--- config.mk ---
export PLATFORM = sky130hd
export DESIGN_NAME = scrub_scheduler
export DESIGN_NICKNAME = d
export VERILOG_FILES = /design/src/rtl/scrub_pkg.sv /design/src/rtl/scrub_interval_timer.sv /design/src/rtl/scrub_row_ctrl.sv /design/src/rtl/scrub_ready_tracker.sv /design/src/rtl/scrub_scheduler.sv
export SDC_FILE = /design/constraint.sdc
export NUM_CORES = 1
export LEC_CHECK = 0
export BUFFER_PORTS_ARGS = -buffer_cell sky130_fd_sc_hd__buf_2
export CAP_MARGIN = 20
export CORE_UTILIZATION = 30
export CTS_CLUSTER_SIZE = 8
export DETAILED_ROUTE_END_ITERATION = 8
export PLACE_DENSITY = 0.51
export SETUP_SLACK_MARGIN = 0.05
export SKIP_LAST_GASP = 1
export SLEW_MARGIN = 15
export SYNTH_ARGS = -nofsm -noshare
export SYNTH_HDL_FRONTEND = slang
export SYNTH_SLANG_ARGS = --single-unit
--- constraint.sdc ---
create_clock -name clk -period 2.2 [get_ports clk]
set_input_delay 0.22 -clock clk [delete_from_list [all_inputs] [get_ports clk]]
set_output_delay 0.22 -clock clk [all_outputs]
set_load 0.01 [all_outputs]
--- src/rtl/scrub_pkg.sv ---
// Shared defaults and types for the scrub scheduler.
package scrub_pkg;
    localparam int DEF_ROWS       = 5;
    localparam int DEF_DELAY_W    = 32;
    localparam int DEF_PRESCALE_W = 16;

    // Interval timer phase: waiting for the first request, or counting periods.
    typedef enum logic {
        TMR_IDLE = 1'b0,
        TMR_RUN  = 1'b1
    } tmr_state_e;
endpackage

--- src/rtl/scrub_interval_timer.sv ---
// Interval timer: issues a one-cycle request on the first enabled edge,
// then once every (delay_cfg+1)*2^PRESCALE_W cycles.
// Assumes delay_cfg changes only while en is low. A value lowered below the
// running count still ends the current interval.
module scrub_interval_timer
    import scrub_pkg::*;
#(
    parameter int DELAY_W    = DEF_DELAY_W,
    parameter int PRESCALE_W = DEF_PRESCALE_W
) (
    input  logic               clk,
    input  logic               rst_n,
    input  logic               en,
    input  logic [DELAY_W-1:0] delay_cfg,
    output logic               req
);
    localparam logic [PRESCALE_W-1:0] PRE_MAX = '1;

    tmr_state_e             state;
    logic [PRESCALE_W-1:0]  pre_cnt;
    logic [DELAY_W-1:0]     dly_cnt;

    // Prescaler, delay counter and request pulse generation.
    always_ff @(posedge clk) begin
        if (!rst_n || !en) begin
            state   <= TMR_IDLE;
            pre_cnt <= '0;
            dly_cnt <= '0;
            req     <= 1'b0;
        end else begin
            case (state)
                TMR_IDLE: begin
                    req   <= 1'b1;
                    state <= TMR_RUN;
                end
                default: begin
                    if (pre_cnt == PRE_MAX) begin
                        pre_cnt <= '0;
                        if (dly_cnt >= delay_cfg) begin
                            dly_cnt <= '0;
                            req     <= 1'b1;
                        end else begin
                            dly_cnt <= dly_cnt + 1'b1;
                            req     <= 1'b0;
                        end
                    end else begin
                        pre_cnt <= pre_cnt + 1'b1;
                        req     <= 1'b0;
                    end
                end
            endcase
        end
    end

    // Requests never come back to back (the interval is at least 2 cycles).
    assert_req_gap_R3: assert property (@(posedge clk) disable iff (!rst_n)
        req |=> !req);

    // A request is only raised while enabled.
    assert_req_needs_en_R9: assert property (@(posedge clk) disable iff (!rst_n)
        !en |=> !req);
endmodule

--- src/rtl/scrub_row_ctrl.sv ---
// Per-row launcher and status: launches an idle row on a request, drops the
// request if the row is busy, and tracks the row's first clean pass.
// Assumes row_err is meaningful only together with row_done.
module scrub_row_ctrl (
    input  logic clk,
    input  logic rst_n,
    input  logic en,
    input  logic req,
    input  logic done,
    input  logic err,
    output logic start,
    output logic busy,
    output logic pass,
    output logic first_fail
);
    logic launch;

    // A launch happens when a request meets an idle, enabled row.
    always_comb launch = req && en && !busy;

    // Start pulse and busy tracking.
    always_ff @(posedge clk) begin
        if (!rst_n) begin
            start <= 1'b0;
            busy  <= 1'b0;
        end else begin
            start <= launch;
            if (launch)
                busy <= 1'b1;
            else if (done)
                busy <= 1'b0;
        end
    end

    // First clean pass since enable.
    always_ff @(posedge clk) begin
        if (!rst_n || !en)
            pass <= 1'b0;
        else if (busy && done && !err)
            pass <= 1'b1;
    end

    // Uncorrectable report before this row's first clean pass.
    always_comb first_fail = en && busy && done && err && !pass;

    assert_start_pulse_R4: assert property (@(posedge clk) disable iff (!rst_n)
        start |=> !start);

    assert_start_marks_busy_R5: assert property (@(posedge clk) disable iff (!rst_n)
        start |-> busy);

    assert_done_clears_R5: assert property (@(posedge clk) disable iff (!rst_n)
        (busy && done) |=> !busy);

    assert_idle_done_ignored_R5: assert property (@(posedge clk) disable iff (!rst_n)
        (!busy && !(req && en)) |=> !busy);
endmodule

--- src/rtl/scrub_ready_tracker.sv ---
// Readiness tracker: raises ready when every row passed, and keeps a
// sticky error flag for any first-pass uncorrectable report.
module scrub_ready_tracker #(
    parameter int NUM_ROWS = 5
) (
    input  logic                clk,
    input  logic                rst_n,
    input  logic [NUM_ROWS-1:0] pass,
    input  logic [NUM_ROWS-1:0] first_fail,
    output logic                ready,
    output logic                err_flag
);
    // Sticky error: set on any first-pass failure, cleared only by reset.
    always_ff @(posedge clk) begin
        if (!rst_n)
            err_flag <= 1'b0;
        else if (|first_fail)
            err_flag <= 1'b1;
    end

    // Ready needs every row passed and no error seen.
    always_comb ready = (&pass) && !err_flag;

    assert_err_sticky_R8: assert property (@(posedge clk) disable iff (!rst_n)
        err_flag |=> err_flag);

    assert_ready_blocked_R8: assert property (@(posedge clk) disable iff (!rst_n)
        err_flag |-> !ready);
endmodule

--- src/rtl/scrub_scheduler.sv ---
// Top of the scrub scheduler: one interval timer feeding NUM_ROWS
// independent row controllers and a readiness tracker.
// Assumes the row scanners are external and answer with a done pulse.
module scrub_scheduler
    import scrub_pkg::*;
#(
    parameter int NUM_ROWS   = DEF_ROWS,
    parameter int DELAY_W    = DEF_DELAY_W,
    parameter int PRESCALE_W = DEF_PRESCALE_W
) (
    input  logic                clk,
    input  logic                rst_n,
    input  logic                en,
    input  logic [DELAY_W-1:0]  delay_cfg,
    input  logic [NUM_ROWS-1:0] row_done,
    input  logic [NUM_ROWS-1:0] row_err,
    output logic [NUM_ROWS-1:0] row_start,
    output logic [NUM_ROWS-1:0] row_busy,
    output logic [NUM_ROWS-1:0] row_pass,
    output logic                ready,
    output logic                err_flag
);
    logic                scan_req;
    logic [NUM_ROWS-1:0] first_fail;

    scrub_interval_timer #(
        .DELAY_W    (DELAY_W),
        .PRESCALE_W (PRESCALE_W)
    ) u_timer (
        .clk       (clk),
        .rst_n     (rst_n),
        .en        (en),
        .delay_cfg (delay_cfg),
        .req       (scan_req)
    );

    for (genvar i = 0; i < NUM_ROWS; i++) begin : g_row
        scrub_row_ctrl u_row (
            .clk        (clk),
            .rst_n      (rst_n),
            .en         (en),
            .req        (scan_req),
            .done       (row_done[i]),
            .err        (row_err[i]),
            .start      (row_start[i]),
            .busy       (row_busy[i]),
            .pass       (row_pass[i]),
            .first_fail (first_fail[i])
        );
    end

    scrub_ready_tracker #(
        .NUM_ROWS (NUM_ROWS)
    ) u_ready (
        .clk        (clk),
        .rst_n      (rst_n),
        .pass       (row_pass),
        .first_fail (first_fail),
        .ready      (ready),
        .err_flag   (err_flag)
    );

    assert_no_start_disabled_R9: assert property (@(posedge clk) disable iff (!rst_n)
        !en |=> (row_start == '0));

    assert_pass_cleared_R6: assert property (@(posedge clk) disable iff (!rst_n)
        !en |=> (row_pass == '0));
endmodule

==> summary.md, run 1 <==
| Metric | Value |
|---|---|
| Max Cap Viol | 0 |
| Clock power frac | 48.4% |
| Placed Area | 4580 sq um |
| DR WL met3 | 289 microns |
| Post-DP HPWL | 6760 microns |
| # H-tree levels | 3 |
| Worst-margin pin slew | 0.536 ns |
| Psw | 0.587 mW |
| Max Freq | 456 MHz |
| Post-synthesis sequential element count | 66 |
| CTS Hold Bufs | 0 |
| Synth Cell Area | 3920 sq um |
| Vias per cell | 4.74 |
| Clock transition at path regs | 0.06 ns |
| First-pass GRT wire length | 15,100 microns |
| Pre-antenna DRT Iters | 4 |
| Ports | 62 |
| Largest net degree at the start of global routing | 44 |
| CP Capture Type | flip-flop |
| Num CTS Buffers | 9 |
| Post-route minimum period | 2.19 ns |
| Top delay family on crit path | simple AND/OR/NAND/NOR gates |
| CTS tree | done |
| Gate Count Post-Synth | 452 |
| Maximum VDD drop | 0.334 mV |
| Critical Path, Cell by Cell | ha_4 -> nand4_1 -> nor4_4 -> nand2_1 -> and4b_2 -> a21oi_4 -> clkbuf_16 -> nor3_1 |
| PnR worst setup slack | 0.00793 ns |
| Chip width | 116 microns |
| Critical path required time | 2.39 ns |
| Core area | 12,700 sq um |
| Critical path class | reg2reg |
| Met2 Routed Length | 4110 microns |
| Switching Fraction | 22.3% |
| DRT iter0 DRCs | 161 |
| Max clock buf depth | 2 |
| Finished layout cell area | 5020 sq um |
| Yosys top cell area share | 33.7% |
| All-Layer GR Usage | 14.3% |
| Vias in the first global route | 3,311 |
| Place WS | -0.00562 ns |
| GR Overflow Total | 0 |
| Hold Crit Class | in2reg |
| CP max stage cell | nor4_4 |
| DRC | 0 |
| Clock root buffer master | clkbuf_16 |
| Tot Pwr | 2.63 mW |
| Routed Antenna Nets | 0 |
| Final Max Slew Viols | 0 |
| Post-synthesis sequential area ratio | 33.7% |
| Slew headroom | 64.3% |
| # clock sinks | 66 |
| Worst Setup Start Kind | flip-flop |
| Arr. time, crit path | 2.38 ns |
| Top sig layer | met4 |
| Syn_nets | 531 |
| Area leader, netlist | dfxtp_1 |
| Via count | 3,362 |
| Run status | completed |
| Pwr dens | 525 nW/um^2 |
| Final setup vio count | 0 |
| WL final | 9190 microns |
| Wl on met1 | 4690 microns |
| Final hold violation count | 0 |
| Critical path buffers and inverters | 1 |
| LEAKAGE | 2.11 nW |
| Final period utilization | 99.6% |
| Crit-path max FO | 6 |
| CP max stage delay | 0.37 ns |
| Die area | 13,500 sq um |
| Final Skew | 0.00657 ns |
| Layout cells sized above 1 | 30.5% |
| Die Ht | 116 microns |
| Ant. Diodes | 0 |
| Gpl congestion | 0.757 |
| Area growth, synth to finish | 28.1% |
| Final #Nets | 614 |
| Share of total power in sequential cells | 45.9% |
| Combinational share of power | 5.7% |
| Internal | 2.05 mW |
| IO buf count | 61 |
| Initial antenna violation count | 0 |
| Fill cells | 1,286 |
| Top post-synthesis cells by area | dfxtp_1 (34%), ha_1 (11%), xnor2_1 (6.0%), nand4_1 (4.3%), nor3_1 (4.1%) |
| WL per Instance | 12.9 microns |
| Row cnt | 41 |
| Post-Route Setup TNS | 0 ns |
| Avg Cell Area, Syn | 8.67 sq um |
| Netlist cell types | 48 |
| Yosys warns | 0 |
| Worst-Skew Late Latency | 0.33 ns |
| Layout Utilization | 39.6% |
| Unrepaired setup endpoints after global routing | yes |
| Initial Utilization | 30.9% |
metrics by stage:
stage               instances  hold slack (ns)
global placement          690            0.452
finish                    710            0.176
detailed placement        690            0.466
floorplan                 452            0.379
global route              710            0.193
CTS                       704            0.168
final timing paths:
path	start	endpoint	slack (ns)	cells past startpoint
min reg2reg	g_row[2].u_row.busy	g_row[2].u_row.start	0.47	1
min	en	u_timer.state	0.18	3
max	u_timer.dly_cnt[25]	u_timer.dly_cnt[11]	0.008	8
max reg2reg	u_timer.dly_cnt[25]	u_timer.dly_cnt[11]	0.008	8
synth_stat cells (all sizes together):
master,number
xor2,15
buf,19
xnor2,27
nor4,12
nor2,36
and2,2
o21a,5
nor3b,6
and4b,1
a21o,2
inv,41
and4,5
nand3b,5
a21oi,15
a2bb2oi,1
nand4,27
dlygate4sd3,1
a31oi,6
a211oi,1
nand2,29
mux2,1
nand2b,1
nand4b,5
ha,34
nor3,40
nor2b,2
clkbuf,11
a2111oi,1
or4,2
and3,2
o21ai,10
nand3,16
or3,2
o311ai,1
a311oi,1
o211ai,1
dfxtp,66
power by group through the flow:
stage	Combinational, mW	Clock [mW]	Sequential (mW)
CTS	0.148	1.32	1.21
global route	0.171	1.37	1.21
detailed placement	0.148	0	1.24
finish	0.150	1.28	1.21
floorplan	0.0889	0	1.23
global placement	0.143	0	1.24
per-layer routing:
layer  global-route usage [%]  vias to the layer above
met5                        0                        -
met4                     5.64                        0
met3                     3.11                        7
met2                     22.8                       58
met1                     18.7                     1557
li1                         -                     1740
cell usage in the layout (no fill, tap or decap), drive strengths merged, types with 5 or more instances in the layout:
cell type / n
buf: 102
dfxtp: 66
inv: 41
nor3: 40
nor2: 36
ha: 34
nand2: 29
nand4: 27
xnor2: 27
nand3: 16
xor2: 15
a21oi: 15
clkbuf: 12
nor4: 12
o21ai: 10
a31oi: 6
nor3b: 6
o21a: 5
nand4b: 5
nand3b: 5
and4: 5
area by class of cell:
| cell class | count | area (sq um) | share of cell area [%] |
|---|---|---|---|
| Sequential cell | 66 | 1330 | 26.6 |
| Inverter | 41 | 154 | 3.07 |
| Multi-Input combinational cell | 314 | 2390 | 47.7 |
| Clock buffer | 11 | 243 | 4.84 |
| Timing Repair Buffer | 103 | 662 | 13.2 |
| Clock inverter | 3 | 17.5 | 0.349 |
| Tap cell | 172 | 215 | 4.29 |
worst min-delay path: stages:
cell and delay, ns:
buf_2 0.09, nand2_1 0.06, inv_1 0.08
state kept, by name, indices dropped and copies added, names as in the netlist:
| register | flops |
|---|---|
| u_timer.pre_cnt | 16 |
| g_row.u_row.pass | 5 |
| g_row.u_row.busy | 5 |
| u_timer.state | 1 |
| u_ready.err_flag | 1 |
| g_row.u_row.start | 5 |
| u_timer.dly_cnt | 32 |
| u_timer.req | 1 |
timing repair:
item                                    4_1_cts  5_1_grt
resized for setup                             4       17
cloned                                        0        2
buffers inserted                              0        4
pin swaps                                     3        3
endpoints found under the setup margin       25       33
kinds of logic after synthesis:
logic type | count (synthesis) | share of synthesized area [%]
and+or+nand+nor | 193 | 29.0
muxes | 1 | 0.287
AOI/OAI and AO/OA | 44 | 7.05
DFF | 66 | 33.7
adders and majority gates | 34 | 10.9
xor gates and xnor gates | 42 | 9.38
buffers and inverters | 72 | 9.67
Power figures use the tool's default switching activity.
==> inputs of run 2 (changes only) <==
BUFFER_PORTS_ARGS = -buffer_cell sky130_fd_sc_hd__clkbuf_2   (was -buffer_cell sky130_fd_sc_hd__buf_2)
CORE_ASPECT_RATIO = 1.2   (was unset)
TNS_END_PERCENT = 100   (was unset)
==> run 2 against run 1 <==
Clock skew barely moved. Combinational power rose by 10%. Hold slack barely moved. First-iteration DRC count shrank 17%. Sequential share of layout area decreased by 1.1 points. Highest routed layer unchanged. Register-to-register slack better by 0.09 ns. Clock-buffer cell count rose by 1. Die area about the same. Non-clock buffer count up 9. Cell area is 6.3% higher.
==> summary.md, run 2 (synthesis results as in run 1) <==
| Metric | Value |
|---|---|
| Commonest non-fill, non-tap cell in the layout | clkbuf_2 |
| Combinational share of power | 5.5% (-0.2 points) |
| Post-DP HPWL | 7070 microns (+4.5%) |
| Vias per cell | 4.86 (+2.6%) |
| Vias in the first global route | 3,358 (+1.4%) |
| Post-route minimum period | 2.11 ns (-0.0858 ns) |
| Worst Setup Start Kind | flip-flop |
| WL final | 9780 microns (+6.5%) |
| Die Ht | 127 microns (+9.4%) |
| Final #Nets | 623 (+1.5%) |
| Initial Utilization | 30.8% (-0.13 points) |
| Clock root buffer master | clkbuf_16 |
| Via count | 3,464 (+3.0%) |
| DRT iter0 DRCs | 133 (-17%) |
| Critical Path, Cell by Cell | nand4_1 -> or3_4 -> or4_4 -> buf_12 -> buf_6 -> nor3b_4 -> xnor2_2 -> nor3_4 |
| IO buf count | 61 (unchanged) |
| Final hold violation count | 0 (unchanged) |
| # clock sinks | 66 (unchanged) |
| Clock power frac | 53.9% (+5.5 points) |
| Gpl congestion | 0.770 (+1.8%) |
| Layout cells sized above 1 | 37.5% (+7.0 points) |
| Unrepaired setup endpoints after global routing | yes |
| LEAKAGE | 2.19 nW (+4.1%) |
| Largest registers | u_timer.dly_cnt x32, u_timer.pre_cnt x16 |
| RR Startpoint | u_timer.pre_cnt[15] |
| Final Max Slew Viols | 0 (unchanged) |
| First-pass GRT wire length | 15,400 microns (+1.9%) |
| DRC | 0 (unchanged) |
| Critical path required time | 2.46 ns (+0.07 ns) |
| R2R Setup Slk | 0.09 ns (+0.09 ns) |
| Row cnt | 45 (+9.8%) |
| Final setup vio count | 0 (unchanged) |
| Critical path class | reg2reg |
| Critical path buffers and inverters | 2 (+1) |
| All-Layer GR Usage | 14.4% (+0.15 points) |
| CP max stage delay | 0.45 ns (+0.08 ns) |
| Ant. Diodes | 0 (unchanged) |
| Final Skew | 0.00696 ns (+0.000395 ns) |
| Core area | 12,700 sq um (+0.42%) |
| # H-tree levels | 3 (unchanged) |
| Commonest cells after routing, fill and taps aside | clkbuf_2 (61), dfxtp_1 (43), buf_4 (42), inv_1 (40), nor2_1 (36) |
| WL per Instance | 13.7 microns (+6.0%) |
| Smallest hold slack | 0.176 ns (+0.000479 ns) |
| Maximum VDD drop | 0.297 mV (-11%) |
| Initial antenna violation count | 0 (unchanged) |
| Area growth, synth to finish | 36.1% |
| Psw | 0.618 mW (+5.3%) |
| Die area | 13,500 sq um (about the same) |
| Max Freq | 475 MHz (+4.1%) |
| Run status | completed |
| Routed Antenna Nets | 0 (unchanged) |
| Chip width | 106 microns (-8.6%) |
| Worst-margin pin slew | 0.409 ns (-0.126 ns) |
| R2r endpoint | u_timer.dly_cnt[31] |
| Clock transition at path regs | 0.06 ns (about the same) |
| Worst-Skew Late Latency | 0.33 ns (about the same) |
| Top reg by flops | u_timer.dly_cnt |
| Crit-path max FO | 5 (-1) |
| Hold depth | 3 (unchanged) |
| Worst Reg-to-Reg Cells | 8 (unchanged) |
| Pre-antenna DRT Iters | 4 (unchanged) |
| Num CTS Buffers | 9 (unchanged) |
| Final period utilization | 95.7% (-3.9 points) |
| Pwr dens | 558 nW/um^2 (+6.3%) |
| Largest net degree at the start of global routing | 37 (-16%) |
| Arr. time, crit path | 2.36 ns (-0.02 ns) |
| Share of total power in sequential cells | 40.5% (-5.4 points) |
| Hold path startpoint | row_done[1] |
| Hold Crit Class | in2reg |
| Max clock buf depth | 2 (unchanged) |
| GR Overflow Total | 0 (unchanged) |
| Slew headroom | 72.5% (+8.2 points) |
| CP Capture Type | flip-flop |
| Tot Pwr | 2.97 mW (+13%) |
| CP max stage cell | or4_4 |
| Internal | 2.36 mW (+15%) |
| Max reg flops | 32 (unchanged) |
| Ports | 62 (unchanged) |
| Post-Route Setup TNS | 0 ns (unchanged) |
| CTS tree | done |
| Max Cap Viol | 0 (unchanged) |
| Switching Fraction | 20.8% (-1.5 points) |
| Top delay family on crit path | simple AND/OR/NAND/NOR gates |
| Worst Hold Endpoint | g_row[1].u_row.pass |
[run 2: cell types whose count changed in the layout (fill, tap and decap cells not counted), moves of 15 or more]
cell / previous run / this run
clkbuf_2: 0 / 61
dfxtp_1: 60 / 43
dfxtp_2: 4 / 19
buf_2: 61 / 0
[run 2: final cells by class]
type                            instances  area [sq um]
Fill cell                            1254          7390
Multi-Input combinational cell        314          2510
Tap cell                              164           205
Inverter                               41           154
Clock inverter                          4          72.6
Timing Repair Buffer                  112           769
Clock buffer                           12           267
Sequential cell                        66          1360
[run 2: tightest hold or removal path, delay by kind of cell]
kind / cells / cell delay [ns]
AOI/OAI and AO/OA: 1 / 0.08
buffers and inverters: 1 / 0.10
and+or+nand+nor: 1 / 0.08
[run 2: per-stage QoR]
step,utilization [%],setup slack [ns],std cells,cell area (sq um)
floorplan,-,0.0538,452,4020
global placement,36.3,-0.0205,687,4620
detailed placement,36.3,-0.00210,687,4620
CTS,39.2,0.0115,703,4990
global route,41.9,-0.0184,713,5340
finish,41.9,0.0938,713,5340
[run 2: power groups by stage]
stage,Sequential [mW],Clock (mW),Combinational [mW]
6_report,1.21,1.60,0.165
5_1_grt,1.21,1.69,0.184
4_1_cts,1.21,1.64,0.155
3_5_place_dp,1.24,0,0.154
3_3_place_gp,1.24,0,0.149
2_1_floorplan,1.23,0,0.0889
[run 2: worst max path at each step]
stage                     cells past startpoint  slack [ns]                   to                start
after floorplan                               7        0.05  u_timer.dly_cnt[29]   u_timer.pre_cnt[5]
after global placement                        7       -0.02          u_timer.req  u_timer.dly_cnt[25]
after detailed placement                      6      -0.002  u_timer.dly_cnt[25]   u_timer.pre_cnt[6]
after CTS                                     7        0.01  u_timer.dly_cnt[31]  u_timer.pre_cnt[15]
after global routing                          9       -0.02   u_timer.dly_cnt[5]  u_timer.dly_cnt[13]
final                                         8        0.09  u_timer.dly_cnt[31]  u_timer.pre_cnt[15]
[run 2: metal layers]
metal | global-route usage [%] | share of wire [%]
met1 | 16.9 | 44
met2 | 25.5 | 52
met3 | 2.09 | 2.5
met4 | 7.35 | 1.5
met5 | 0 | 0
[run 2: timing repair]
item                       CTS  global route
buffers inserted             0            10
cloned                       0             1
setup endpoints to repair   16            44
gates resized for setup      7            53
pin swaps                    0            19
hold buffers                 0             0
